## config.mk

```make
export PLATFORM = sky130hd
export DESIGN_NAME = gpio_port_ctl
export DESIGN_NICKNAME = d
export VERILOG_FILES = /design/src/rtl/gpio_port_pkg.sv /design/src/rtl/gpio_sync.sv /design/src/rtl/gpio_regs.sv /design/src/rtl/gpio_pinmux.sv /design/src/rtl/gpio_port_ctl.sv
export SDC_FILE = /design/constraint.sdc
export NUM_CORES = 1
export LEC_CHECK = 0
export BUFFER_PORTS_ARGS = -buffer_cell sky130_fd_sc_hd__buf_2
export CAP_MARGIN = 0
export CORE_MARGIN = 4
export CORE_UTILIZATION = 35
export DETAILED_ROUTE_END_ITERATION = 8
export GPL_ROUTABILITY_DRIVEN = 0
export GPL_TIMING_DRIVEN = 0
export PLACE_DENSITY = 0.58
export SYNTH_ARGS = -nofsm -noshare
export SYNTH_HDL_FRONTEND = slang
export SYNTH_HIERARCHICAL = 1
export SYNTH_SLANG_ARGS = --single-unit
```

## constraint.sdc

```tcl
create_clock -name clk -period 5 [get_ports clk]
set_clock_uncertainty 0.2 [all_clocks]
set_input_delay 0.25 -clock clk [delete_from_list [all_inputs] [get_ports clk]]
set_output_delay 0.25 -clock clk [all_outputs]
set_load 0.03 [all_outputs]
```

## src/rtl/gpio_port_pkg.sv

```systemverilog
package gpio_port_pkg;
    parameter int PORT_W = 8;
    parameter int BUS_AW = 16;
    parameter int MODE_W = 3;

    localparam logic [MODE_W-1:0] MODE_EXP_A  = 3'd4;
    localparam logic [MODE_W-1:0] MODE_EXP_B  = 3'd5;
    localparam logic [MODE_W-1:0] MODE_MIXED  = 3'd6;
    localparam logic [MODE_W-1:0] MODE_SINGLE = 3'd7;

    typedef enum logic [1:0] {
        ROLE_IN  = 2'd0,
        ROLE_GPO = 2'd1,
        ROLE_ADR = 2'd2
    } pin_role_e;

    typedef struct packed {
        logic [PORT_W-1:0] dir;
        logic [PORT_W-1:0] dat;
        logic [PORT_W-1:0] pul;
    } port_regs_t;
endpackage

```

## src/rtl/gpio_sync.sv

```systemverilog
module gpio_sync #(
    parameter int W      = 8,
    parameter int STAGES = 2
) (
    input  logic         clk,
    input  logic         por_n,
    input  logic [W-1:0] din,
    output logic [W-1:0] dout
);
    logic [STAGES-1:0][W-1:0] stg_d, stg_q;

    always_comb begin
        stg_d[0] = din;
        for (int k = 1; k < STAGES; k++) begin
            stg_d[k] = stg_q[k-1];
        end
    end

    always_ff @(posedge clk or negedge por_n) begin
        if (!por_n) stg_q <= '0;
        else        stg_q <= stg_d;
    end

    assign dout = stg_q[STAGES-1];


    sync_pipe_chk: assert property (@(posedge clk) disable iff (!por_n)
        stg_q[1] == $past(stg_q[0]));
endmodule

```

## src/rtl/gpio_regs.sv

```systemverilog
module gpio_regs
    import gpio_port_pkg::*;
#(
    parameter logic [BUS_AW-1:0] ADDR_DIR = 16'hFEBA,
    parameter logic [BUS_AW-1:0] ADDR_DAT = 16'hFF6A,
    parameter logic [BUS_AW-1:0] ADDR_PIN = 16'hFF5A,
    parameter logic [BUS_AW-1:0] ADDR_PUL = 16'hFF71,
    parameter logic [PORT_W-1:0] DIR_FILL = 8'h00
) (
    input  logic              clk,
    input  logic              por_n,
    input  logic              hw_stby,
    input  logic              man_rst,
    input  logic [BUS_AW-1:0] addr,
    input  logic [PORT_W-1:0] wdata,
    input  logic              wr_en,
    input  logic              rd_en,
    input  logic [PORT_W-1:0] pin_sync,
    input  logic [PORT_W-1:0] gpo_mask,
    output port_regs_t        regs,
    output logic [PORT_W-1:0] rdata
);
    port_regs_t regs_d, regs_q;
    logic       wr_ok;
    logic [PORT_W-1:0] pin_view;

    assign wr_ok = wr_en && !hw_stby && !man_rst;

    always_comb begin
        regs_d = regs_q;
        if (hw_stby) begin
            regs_d = '0;
        end else if (wr_ok) begin
            if (addr == ADDR_DIR) regs_d.dir = wdata;
            if (addr == ADDR_DAT) regs_d.dat = wdata;
            if (addr == ADDR_PUL) regs_d.pul = wdata;
        end
    end

    always_ff @(posedge clk or negedge por_n) begin
        if (!por_n) regs_q <= '0;
        else        regs_q <= regs_d;
    end

    assign pin_view = (gpo_mask & regs_q.dat) | (~gpo_mask & pin_sync);

    always_comb begin
        rdata = '0;
        if (rd_en) begin
            if      (addr == ADDR_DIR) rdata = DIR_FILL;
            else if (addr == ADDR_DAT) rdata = regs_q.dat;
            else if (addr == ADDR_PIN) rdata = pin_view;
            else if (addr == ADDR_PUL) rdata = regs_q.pul;
        end
    end

    assign regs = regs_q;


    hw_clear_chk: assert property (@(posedge clk) disable iff (!por_n)
        hw_stby |=> (regs_q == '0));


    man_keep_chk: assert property (@(posedge clk) disable iff (!por_n)
        (man_rst && !hw_stby) |=> $stable(regs_q));


    ro_ignore_chk: assert property (@(posedge clk) disable iff (!por_n)
        (!hw_stby && addr != ADDR_DIR && addr != ADDR_DAT && addr != ADDR_PUL)
        |=> $stable(regs_q));
endmodule

```

## src/rtl/gpio_pinmux.sv

```systemverilog
module gpio_pinmux
    import gpio_port_pkg::*;
(
    input  logic              clk,
    input  logic              por_n,
    input  logic              hw_stby,
    input  logic              sw_stby,
    input  logic              stby_oe,
    input  logic [MODE_W-1:0] mode,
    input  port_regs_t        regs,
    input  logic [PORT_W-1:0] addr_in,
    output logic [PORT_W-1:0] pin_out,
    output logic [PORT_W-1:0] pin_oe,
    output logic [PORT_W-1:0] pin_pu,
    output logic [PORT_W-1:0] gpo_mask
);
    logic [PORT_W-1:0] adr_d, adr_q;
    logic gpio_mode;

    always_comb begin
        adr_d = adr_q;
        if (hw_stby)      adr_d = '0;
        else if (!sw_stby) adr_d = addr_in;
    end

    always_ff @(posedge clk or negedge por_n) begin
        if (!por_n) adr_q <= '0;
        else        adr_q <= adr_d;
    end

    assign gpio_mode = (mode == MODE_MIXED) || (mode == MODE_SINGLE);

    for (genvar i = 0; i < PORT_W; i++) begin : g_pin
        pin_role_e role;
        logic      drv_en, drv_val;

        always_comb begin
            unique case (mode)
                MODE_SINGLE:            role = regs.dir[i] ? ROLE_GPO : ROLE_IN;
                MODE_MIXED:             role = regs.dir[i] ? ROLE_ADR : ROLE_IN;
                MODE_EXP_A, MODE_EXP_B: role = ROLE_ADR;
                default:                role = ROLE_IN;
            endcase
        end

        always_comb begin
            drv_en  = 1'b0;
            drv_val = 1'b0;
            unique case (role)
                ROLE_GPO: begin
                    drv_en  = 1'b1;
                    drv_val = regs.dat[i];
                end
                ROLE_ADR: begin
                    drv_en  = !(sw_stby && !stby_oe);
                    drv_val = adr_q[i];
                end
                default: begin
                    drv_en  = 1'b0;
                    drv_val = 1'b0;
                end
            endcase
            if (hw_stby) drv_en = 1'b0;
        end

        assign pin_oe[i]   = drv_en;
        assign pin_out[i]  = drv_en & drv_val;
        assign pin_pu[i]   = regs.pul[i] && (role == ROLE_IN) && gpio_mode && !hw_stby;
        assign gpo_mask[i] = (role == ROLE_GPO);
    end


    pu_excl_chk: assert property (@(posedge clk) disable iff (!por_n)
        (pin_pu & pin_oe) == '0);


    bus_mode_chk: assert property (@(posedge clk) disable iff (!por_n)
        ((mode == MODE_EXP_A || mode == MODE_EXP_B) && !sw_stby && !hw_stby)
        |-> (pin_oe == {PORT_W{1'b1}}));


    adr_hold_chk: assert property (@(posedge clk) disable iff (!por_n)
        (sw_stby && !hw_stby) |=> $stable(adr_q));


    hw_float_chk: assert property (@(posedge clk) disable iff (!por_n)
        hw_stby |-> (pin_oe == '0 && pin_pu == '0));
endmodule

```

## src/rtl/gpio_port_ctl.sv

```systemverilog
module gpio_port_ctl
    import gpio_port_pkg::*;
#(
    parameter int SYNC_STAGES = 2
) (
    input  logic              clk,
    input  logic              por_n,
    input  logic              man_rst,
    input  logic              hw_stby,
    input  logic              sw_stby,
    input  logic              stby_oe,
    input  logic [MODE_W-1:0] mode,
    input  logic [BUS_AW-1:0] addr,
    input  logic [PORT_W-1:0] wdata,
    input  logic              wr_en,
    input  logic              rd_en,
    output logic [PORT_W-1:0] rdata,
    input  logic [PORT_W-1:0] addr_in,
    input  logic [PORT_W-1:0] pin_in,
    output logic [PORT_W-1:0] pin_out,
    output logic [PORT_W-1:0] pin_oe,
    output logic [PORT_W-1:0] pin_pu
);
    port_regs_t        regs;
    logic [PORT_W-1:0] pin_sync;
    logic [PORT_W-1:0] gpo_mask;

    gpio_sync #(.W(PORT_W), .STAGES(SYNC_STAGES)) u_sync (
        .clk   (clk),
        .por_n (por_n),
        .din   (pin_in),
        .dout  (pin_sync)
    );

    gpio_regs u_regs (
        .clk      (clk),
        .por_n    (por_n),
        .hw_stby  (hw_stby),
        .man_rst  (man_rst),
        .addr     (addr),
        .wdata    (wdata),
        .wr_en    (wr_en),
        .rd_en    (rd_en),
        .pin_sync (pin_sync),
        .gpo_mask (gpo_mask),
        .regs     (regs),
        .rdata    (rdata)
    );

    gpio_pinmux u_mux (
        .clk      (clk),
        .por_n    (por_n),
        .hw_stby  (hw_stby),
        .sw_stby  (sw_stby),
        .stby_oe  (stby_oe),
        .mode     (mode),
        .regs     (regs),
        .addr_in  (addr_in),
        .pin_out  (pin_out),
        .pin_oe   (pin_oe),
        .pin_pu   (pin_pu),
        .gpo_mask (gpo_mask)
    );
endmodule

```

==> summary.md, run 1 <==
| Metric | Value |
|---|---|
| RR Startpoint | u_regs/regs[16] |
| Startpoint types | register |
| Max Cap Violations | 0 |
| Max Slew Vio Count | 0 |
| Count of final hold-check violations | 0 |
| Hold_sp | wdata[1] |
| Tcrit/Tclk final | 0.572 |
| VDD IR-drop max | 0.157 mV |
| Post-route DRC | 0 |
| CP Max Fanout | 4 |
| Kind of cell adding the most delay to the critical path | compound AO/OA/AOI/OAI gates |
| DR iter-0 viols | 159 |
| Fin crit period | 2.86 ns |
| Final Routed Wirelength | 9670 um |
| Worst hold slack | 0.0188 ns |
| Clock sinks | 48 |
| First drt pass iteration count | 5 |
| Critical Path RT | 4.55 ns |
| Congestion Overflow GR | 0 |
| Clock buffer depth | 2 |
| Synth top area share | 0.357 |
| Async SR Flop Fraction | 1.00 |
| Cell mode on critical path | o21ai_0 |
| CTS H-tree lvls | 2 |
| Crit path from | u_regs/regs[17] |
| Capturing element type of the critical path | primary output |
| Top_reg_cell synth | dfrtp_1 |
| Area delta synth->final | 26.1% |
| CP peak stage delay | 0.42 ns |
| Die footprint | 0.0112 mm2 |
| CTS buffer count | 5 |
| Cells after synthesis | 351 |
| Worst Tran Pin Value | 1.10 ns |
| Buf/Inv on CP | 1 |
| N_diodes | 0 |
| Skew-Pair Late Insertion Delay | 0.30 ns |
| YS warnings | 6 |
| Post-CTS setup buffers | 0 |
| Share of layout cells above drive strength 1 | 0.264 |
| Via Count | 3030 |
| Cell Pwr Density | 192 mW/mm2 |
| Synth area leader | dfrtp_1 |
| DRT antenna net count | 0 |
| Num rows | 35 |
| Hpwl dp | 7460 um |
| Via/cell ratio | 5.15 |
| Slowest stage cell, crit path | dfrtp_1 |
| Vias in the first global route | 3046 |
| Clock Pin Slew Worst Setup and Hold Paths | 0.10 ns |
| RSZ-0062 raised after global routing | no |
| Total track usage | 0.172 |
| Critical Path, Cell by Cell | and2b_1, o21ai_0, ha_1, mux2i_1, o21ai_0, a32oi_1, a211oi_1, buf_2 |
| Chip Width | 106 um |
| P_leak | 0.00194 uW |
| Most common cell after layout, fill and taps aside | buf_2 |
| F_max | 350 MHz |
| DR WL/cell | 16.4 um |
| Flop and latch count out of synthesis | 48 |
| Worst Path Arrival | 2.41 ns |
| Syn nets | 426 |
| Post-synthesis sequential area ratio | 0.357 |
| CTS tree | done |
| CTS root buffer | clkbuf_8 |
| Final setup violation count | 0 |
| Initial Util | 0.363 |
| Nets | 533 |
| Post-synth EDFFs | 0 |
| Largest cells by area after synthesis | dfrtp_1 36%, ha_1 8.9%, mux2i_1 7.1% |
| Normalized max-slew margin | 0.268 |
| Placeable Area | 0.00928 mm2 |
| Largest net degree at the start of global routing | 49 |
| First-pass GRT wire length | 15600 um |
| PortBufs | 80 |
| WS Path Type | reg -> out |
| IO Count | 83 |
| Post-Synthesis Cell Area | 0.00337 mm2 |
| Initial antenna violation count | 0 |
| Fin Setup TNS | 0 ns |
| Most frequent cells in the layout | 85 x buf_2, 48 x dfrtp_1, 32 x o21ai_0, 25 x nand2b_1 |
| Status | completed |
| Die Span Y | 106 um |
| Hold Path Class | in -> reg |
| Netlist cell types | 42 |
| Avg Inst Size Synth | 9.59 um2 |
[final cells by class]
| type | count | area [um2] |
|---|---|---|
| timing repair buffer | 100 | 601 |
| clock buffer | 5 | 68.8 |
| inverter | 9 | 33.8 |
| clock inverter | 3 | 46.3 |
| buffer | 26 | 180 |
| tap | 129 | 161 |
| multi-input combinational | 268 | 1950 |
| sequential | 48 | 1200 |
| fill | 931 | 5040 |
[where the power goes]
group,leakage (uW),internal [uW],switching (uW),total (uW)
combinational,0.00126,56.3,68.2,125
sequential,0.000628,398,4.33,402
clock,0.0000548,151,137,288
total,0.00194,605,210,815
[what timing repair did]
item	4_1_cts	5_1_grt
endpoints found under the hold margin	37	3
hold buffers	17	3
resized for setup	0	0
[flip-flops by register name, summed over array words and instances, names as in the netlist]
register	count
u_regs/regs	24
u_mux/adr_q	8
u_sync/dout	8
u_sync/stg_d	8
[Yosys cell counts (9+ instances only)]
master     n
o21ai_0   32
and3_1    10
inv_1      9
nand2_1   11
nand3_1    9
dfrtp_1   48
nor2_1    17
buf_4      9
ha_1      24
nand2b_1  25
mux2i_1   24
nor2b_1    9
[worst min-delay path: cells and delay by family]
family                 cells  cell delay (ns)
buffers and inverters      1             0.11
AO/OA/AOI/OAI              1             0.06
AND/OR/NAND/NOR            1             0.06
[worst paths after layout]
check	to	slack, ns	depth (start not counted)
worst min-delay path	u_regs/regs[1]	0.02	3
worst max register to register	u_regs/regs[16]	3.89	3
max in group asynchronous	u_mux/adr_q[5]	3.44	2
worst max-delay path	rdata[1]	2.14	8
min in group asynchronous	u_regs/regs[0]	0.49	2
worst min register to register	u_sync/dout[3]	0.15	0
[routing by layer]
| metal | vias up | GRT usage | part of all wire |
|---|---|---|---|
| li1 | 1469 | - | - |
| met1 | 1470 | 0.244 | 0.46 |
| met2 | 87 | 0.281 | 0.49 |
| met3 | 4 | 0.0273 | 0.047 |
| met4 | 0 | 0.0315 | 0.0050 |
| met5 | - | 0 | 0 |
[per-stage QoR]
step,power [uW],utilization,area [um2],worst slack (ns),cells
floorplan,469,-,3370,2.33,351
global placement,520,0.423,3930,2.34,560
detailed placement,523,0.423,3930,2.30,560
CTS,826,0.454,4210,2.12,585
global route,859,0.457,4240,1.89,588
finish,815,0.457,4240,2.14,588
[logic make-up (layout without fill, tap and decap cells)]
kind of cell / after synthesis / after routing / synth area share
multiplexers: 24 / 24 / 0.0714
buffers and inverters: 35 / 143 / 0.0636
flip-flops: 48 / 48 / 0.357
adder cells (fa/ha/maj): 24 / 24 / 0.0892
AO/OA/AOI/OAI: 80 / 80 / 0.146
AND/OR/NAND/NOR: 140 / 140 / 0.273
(Power assumes the default switching activity.)
==> run 2, diff against run 1 <==
--- a/config.mk
+++ b/config.mk
@@ -5,6 +5,7 @@
 export SDC_FILE = /design/constraint.sdc
 export NUM_CORES = 1
 export LEC_CHECK = 0
+export ABC_AREA = 1
 export BUFFER_PORTS_ARGS = -buffer_cell sky130_fd_sc_hd__buf_2
 export CAP_MARGIN = 0
 export CORE_MARGIN = 4
@@ -12,7 +13,7 @@
 export DETAILED_ROUTE_END_ITERATION = 8
 export GPL_ROUTABILITY_DRIVEN = 0
 export GPL_TIMING_DRIVEN = 0
-export PLACE_DENSITY = 0.58
+export PLACE_DENSITY = 0.59
 export SYNTH_ARGS = -nofsm -noshare
 export SYNTH_HDL_FRONTEND = slang
 export SYNTH_HIERARCHICAL = 1
==> constraint.sdc (replaced) <==
create_clock -name clk -period 2.7 [get_ports clk]
set_clock_uncertainty 0.2 [all_clocks]
set_input_delay 0.135 -clock clk [delete_from_list [all_inputs] [get_ports clk]]
set_output_delay 0.135 -clock clk [all_outputs]
set_load 0.03 [all_outputs]
==> run 2 against run 1 <==
Core utilization rose by 0.60 points. Combinational power increased by 70%. Global-route usage decreased by 0.87 points. Largest power group unchanged.
==> summary.md, run 2 <==
| Metric | Value |
|---|---|
| Status | completed |
| Async SR Flop Fraction | 1.00 |
| Die Span Y | 105 um |
| Hold Path Class | in -> reg |
| Simple-Gate Fraction of Synth Area | 0.321 |
| Synth top area share | 0.365 |
| Top_reg_cell synth | dfrtp_1 |
| Count of final hold-check violations | 0 |
| Post-route DRC | 0 |
| Total track usage | 0.164 |
| Die footprint | 0.0110 mm2 |
| Area of the multi-input gates | 0.00160 mm2 |
| Area delta synth->final | 29.5% |
| First drt pass iteration count | 4 |
| Buf/Inv on CP | 4 |
| Initial Util | 0.358 |
| DR WL/cell | 12.6 um |
| Fillers | 975 |
| N_diodes | 0 |
| Placeable Area | 0.00920 mm2 |
| Internal Pwr Total | 1110 uW |
| Netlist cell types | 22 |
| IO Count | 83 |
| Design area | 0.00426 mm2 |
| CTS tree | done |
| Post_cts resized | 0 |
| Chip Width | 105 um |
| CTS buffer count | 5 |
| Synth cell count leaders | 113 x nand2_1, 92 x inv_1, 66 x nand3_1, 48 x dfrtp_1, 41 x nor2_1 |
| Combinational Power Share | 0.141 |
| Reg2Reg Depth | 3 |
| Post-Synthesis Cell Area | 0.00329 mm2 |
| Via Count | 3268 |
| Clock Pin Slew Worst Setup and Hold Paths | 0.10 ns |
| CP Max Fanout | 4 |
| RR Startpoint | u_mux/adr_q[7] |
| Fin Setup TNS | 0 ns |
| YS warnings | 6 |
| Hold_sp | hw_stby |
| Num rows | 35 |
| Post-synth EDFFs | 0 |
| Via/cell ratio | 4.68 |
| Max Cap Violations | 0 |
| WS Path Type | reg -> out |
| PortBufs | 81 |
| CTS root buffer | clkbuf_8 |
| Avg Inst Size Synth | 7.04 um2 |
| Largest register FFs | 24 |
| Psw | 396 uW |
| FF+latch area | 0.00120 mm2 |
| Max Slew Vio Count | 0 |
| Most common cell after layout, fill and taps aside | nand2_1 |
| Tcrit/Tclk final | 0.874 |
| Largest cells by area after synthesis | dfrtp_1 37%, nand2_1 13%, inv_1 11% |
| Skew-Pair Late Insertion Delay | 0.30 ns |
| Cell Pwr Density | 354 mW/mm2 |
| Count leader, synth | nand2_1 |
| Final worst setup slack | 0.340 ns |
| VDD IR-drop max | 0.194 mV |
| Share of power burned in registers | 0.494 |
| Cell mode on critical path | inv_1 |
| Util after Layout | 0.463 |
| Worst Tran Pin Value | 1.08 ns |
| Placed Area | 0.00383 mm2 |
| Startpoint types | register |
| Congestion Overflow GR | 0 |
| Syn nets | 542 |
| Clk pwr share | 0.364 |
| Worst hold path cell count | 4 |
| Pre-CTS WS | 0.534 ns |
| Adder-Cell Fraction of Synth Area | 0.0913 |
| Worst Path Arrival | 2.02 ns |
| CP peak stage delay | 0.38 ns |
| Normalized max-slew margin | 0.283 |
| R2R setup slack | 1.27 ns |
| Largest net degree at the start of global routing | 49 |
| Critical Path RT | 2.37 ns |
| DR iter-0 viols | 114 |
| Final Routed Wirelength | 8770 um |
| Final setup violation count | 0 |
| Sw Share | 0.263 |
| Flop and latch count out of synthesis | 48 |
| Slowest stage cell, crit path | dfrtp_1 |
| Post-synthesis sequential area ratio | 0.365 |
| CTS H-tree lvls | 2 |
| Initial antenna violation count | 0 |
| Post-synthesis xor/xnor area fraction | 0 |
| Synth area leader | dfrtp_1 |
| Cells after synthesis | 467 |
| P_leak | 0.00234 uW |
| Critical Path, Cell by Cell | inv_1, o21ai_0, inv_1, ha_1, a21oi_1, nand3_1, nand3_1, nand2_1, inv_1, buf_2 |
| Post-synthesis compound-gate area fraction | 0.0731 |
| Largest family of logic cells by synthesized area | simple AND/OR/NAND/NOR gates |
| DRT antenna net count | 0 |
| Kind of cell adding the most delay to the critical path | compound AO/OA/AOI/OAI gates |
| RSZ-0062 raised after global routing | no |
| Hold EP | u_regs/regs[16] |
| Nets | 661 |
| Most frequent cells in the layout | 113 x nand2_1, 92 x inv_1, 84 x buf_2, 66 x nand3_1, 48 x dfrtp_1 |
| Total power | 1510 uW |
| F_max | 424 MHz |
| Share of layout cells above drive strength 1 | 0.204 |
| First-pass GRT wire length | 14800 um |
| Hpwl dp | 6960 um |
| Clock sinks | 48 |
| Clock buffer depth | 2 |
| Reg2reg end | u_mux/adr_q[7] |
| Capturing element type of the critical path | primary output |
| Vias in the first global route | 3284 |
| Fin crit period | 2.36 ns |
| Multiplexer share of the synthesized area | 0 |
run 2: final cells by class:
class / count / area share
multi-input cells: 306 / 0.375
flip-flops and latches: 48 / 0.282
repair buffers: 112 / 0.168
inverters: 94 / 0.0829
plain buffers: 19 / 0.0326
well taps: 111 / 0.0326
clock buffers: 5 / 0.0162
clock inverters: 3 / 0.0109
run 2: cells by family after synthesis:
family	Yosys count
AND/OR/NAND/NOR	234
buffers and inverters	113
AO/OA/AOI/OAI	48
flip-flops	48
adder cells (fa/ha/maj)	24
run 2: worst max-delay path by stage:
stage,depth (start not counted),end,from
after detailed placement,12,rdata[5],mode[0]
after floorplan,8,pin_out[0],u_regs/regs[16]
final,10,rdata[5],u_regs/regs[21]
after global placement,12,rdata[7],mode[0]
after global routing,10,rdata[5],u_regs/regs[21]
after CTS,10,rdata[0],u_regs/regs[16]
run 2: through the flow:
stage / hold WS [ns] / cells
global placement: 0.0439 / 659
CTS: 0.0360 / 698
detailed placement: 0.0444 / 659
floorplan: -0.361 / 467
global route: 0.0738 / 698
finish: 0.0369 / 698
run 2: repair_timing:
item | 4_1_cts | 5_1_grt
hold buffers | 31 | 0
hold endpoints to repair | 88 | 0
setup buffers | 0 | 0
run 2: tightest hold or removal path: cells and delay by family:
| kind | cells | cell delay, ns |
|---|---|---|
| and+or+nand+nor | 1 | 0.12 |
| AOI/OAI and AO/OA | 1 | 0.06 |
| buffers and inverters | 2 | 0.19 |
run 2: metal layers:
metal / vias to the layer above / wire [um] / GRT usage
met5: - / 0 / 0
li1: 1669 / - / -
met3: 12 / 411 / 0.0266
met2: 69 / 4500 / 0.297
met1: 1518 / 3720 / 0.199
met4: 0 / 138 / 0.0450
run 2: power groups by stage:
stage,combinational (uW),clock (uW),sequential (uW)
floorplan,97.9,0,756
global route,244,590,747
global placement,174,0,759
finish,213,548,744
detailed placement,179,0,759
CTS,215,567,745
==> run 3, diff against run 2 <==
--- a/config.mk
+++ b/config.mk
@@ -8,6 +8,7 @@
 export ABC_AREA = 1
 export BUFFER_PORTS_ARGS = -buffer_cell sky130_fd_sc_hd__buf_2
 export CAP_MARGIN = 0
+export CORE_ASPECT_RATIO = 1.5
 export CORE_MARGIN = 4
 export CORE_UTILIZATION = 35
 export DETAILED_ROUTE_END_ITERATION = 8
==> constraint.sdc (replaced) <==
create_clock -name clk -period 2.21 [get_ports clk]
set_clock_uncertainty 0.2 [all_clocks]
set_input_delay 0.1105 -clock clk [delete_from_list [all_inputs] [get_ports clk]]
set_output_delay 0.1105 -clock clk [all_outputs]
set_load 0.03 [all_outputs]
==> run 3 against run 2 <==
Flip-flop and latch count did not move. Die area up 0.29%. First-iteration DRC count rose by 42%. Largest cell class unchanged. Critical endpoint is now rdata[1]. Non-clock buffer count rose by 2. Register-to-register slack got worse by 0.51 ns.
==> summary.md, run 3 (synthesized netlist as in run 2, its figures left out) <==
| Metric | Value |
|---|---|
| Status | completed |
| IO Count | 83 |
| Clock Pin Slew Worst Setup and Hold Paths | 0.06 ns |
| Die Span Y | 127 um |
| Count of final hold-check violations | 0 |
| Num rows | 43 |
| Via Count | 3301 |
| Largest net degree at the start of global routing | 49 |
| Reg2reg end | u_mux/adr_q[3] |
| Tcrit/Tclk final | 0.969 |
| Most frequent cells in the layout | 113 x nand2_1, 88 x inv_1, 72 x buf_2, 66 x nand3_1, 48 x dfrtp_1 |
| Max Slew Vio Count | 0 |
| F_max | 467 MHz |
| CTS H-tree lvls | 2 |
| Clock buffer depth | 2 |
| Reg2Reg Depth | 3 |
| Chip Width | 87.1 um |
| Max Cap Violations | 0 |
| DR iter-0 viols | 162 |
| Startpoint types | register |
| Hold Path Class | in -> reg |
| Initial Util | 0.357 |
| Final setup violation count | 0 |
| WS Path Type | reg -> out |
| RSZ-0062 raised after global routing | yes |
| Hold EP | u_regs/regs[17] |
| R2R setup slack | 0.76 ns |
| Nets | 663 |
| Final worst setup slack | 0.0687 ns |
| Fin crit period | 2.14 ns |
| CTS buffer count | 5 |
| Fin Setup TNS | 0 ns |
| Vias in the first global route | 3401 |
| PortBufs | 81 |
| CP peak stage delay | 0.37 ns |
| Hpwl dp | 7040 um |
| Critical Path, Cell by Cell | inv_1, o21ai_1, inv_1, ha_4, a21oi_2, nand3_1, nand3_1, nand2_1, inv_1, clkbuf_4 |
| Pre-CTS WS | 0.0347 ns |
| Worst Tran Pin Value | 1.07 ns |
| Congestion Overflow GR | 0 |
| Skew-Pair Late Insertion Delay | 0.29 ns |
| Clock sinks | 48 |
| Total track usage | 0.177 |
| Worst hold path cell count | 4 |
| DRT antenna net count | 0 |
| CTS tree | done |
| P_leak | 0.00238 uW |
| Normalized max-slew margin | 0.285 |
| RR Startpoint | u_mux/adr_q[3] |
| Worst Path Arrival | 1.83 ns |
| Cell mode on critical path | inv_1 |
| Share of layout cells above drive strength 1 | 0.248 |
| Final Routed Wirelength | 9350 um |
| Post-route DRC | 0 |
| Die footprint | 0.0110 mm2 |
| Critical Path RT | 1.90 ns |
| Slowest stage cell, crit path | dfrtp_1 |
| First-pass GRT wire length | 15500 um |
| Via/cell ratio | 4.71 |
| Largest register FFs | 24 |
| CP Max Fanout | 4 |
| First drt pass iteration count | 4 |
| DR WL/cell | 13.3 um |
| Worst hold slack | 0.0385 ns |
| VDD IR-drop max | 0.372 mV |
| Hold_sp | hw_stby |
| Initial antenna violation count | 0 |
| Placed Area | 0.00383 mm2 |
| Placeable Area | 0.00920 mm2 |
| Area delta synth->final | 36.6% |
| Util after Layout | 0.488 |
| Design area | 0.00449 mm2 |
| Cell Pwr Density | 456 mW/mm2 |
| CTS root buffer | clkbuf_16 |
| Capturing element type of the critical path | primary output |
| Most common cell after layout, fill and taps aside | nand2_1 |
| N_diodes | 0 |
run 3: changes by cell type in the layout (fill, tap and decap cells not counted), sizes merged:
cell,before,now
clkinv,0,1
clkbuf,5,12
inv,95,94
buf,100,96
clkinvlp,1,0
run 3: cell type report:
type	instances	area (um2)
sequential	48	1200
timing repair buffer	114	761
clock inverter	2	35.0
buffer	19	139
clock buffer	6	129
tap	112	140
inverter	94	353
fill	931	4710
multi-input combinational	306	1730
run 3: worst max path at each step:
stage	start	to	slack [ns]	cells after the start
final	u_regs/regs[17]	rdata[1]	0.07	10
after global routing	mode[0]	pin_oe[2]	-0.04	12
after CTS	u_regs/regs[20]	rdata[4]	0.009	10
after detailed placement	mode[0]	rdata[5]	0.03	12
after global placement	mode[0]	rdata[1]	0.09	12
after floorplan	u_regs/regs[16]	pin_out[0]	0.41	8
run 3: repair_timing:
action                                 CTS  global route
endpoints found under the hold margin   88             0
setup endpoints to repair               10            16
hold buffers                            31             0
setup buffers                            0             2
resized for setup                       15            40
run 3: layer usage:
layer  wire length, um  GRT usage
met1              3810      0.214
met2              4800      0.307
met3               591     0.0305
met4               151     0.0705
met5                 0          0
run 3: power breakdown:
part | switching [uW] | internal, uW
Sequential | 10.4 | 901
Clock | 326 | 533
Combinational | 159 | 118
Total | 495 | 1550
run 3: metrics by stage:
step,instances,power (uW)
after floorplan,467,1040
after global placement,660,1150
after detailed placement,660,1150
after CTS,699,2060
after global routing,701,2140
final,701,2050
run 3: worst max-delay path: cells and delay by family (launching register included):
kind / cells / cell delay [ns]
simple gates: 3 / 0.26
buf+inv: 4 / 0.40
flops: 1 / 0.37
fa+ha+maj: 1 / 0.18
compound gates: 2 / 0.31
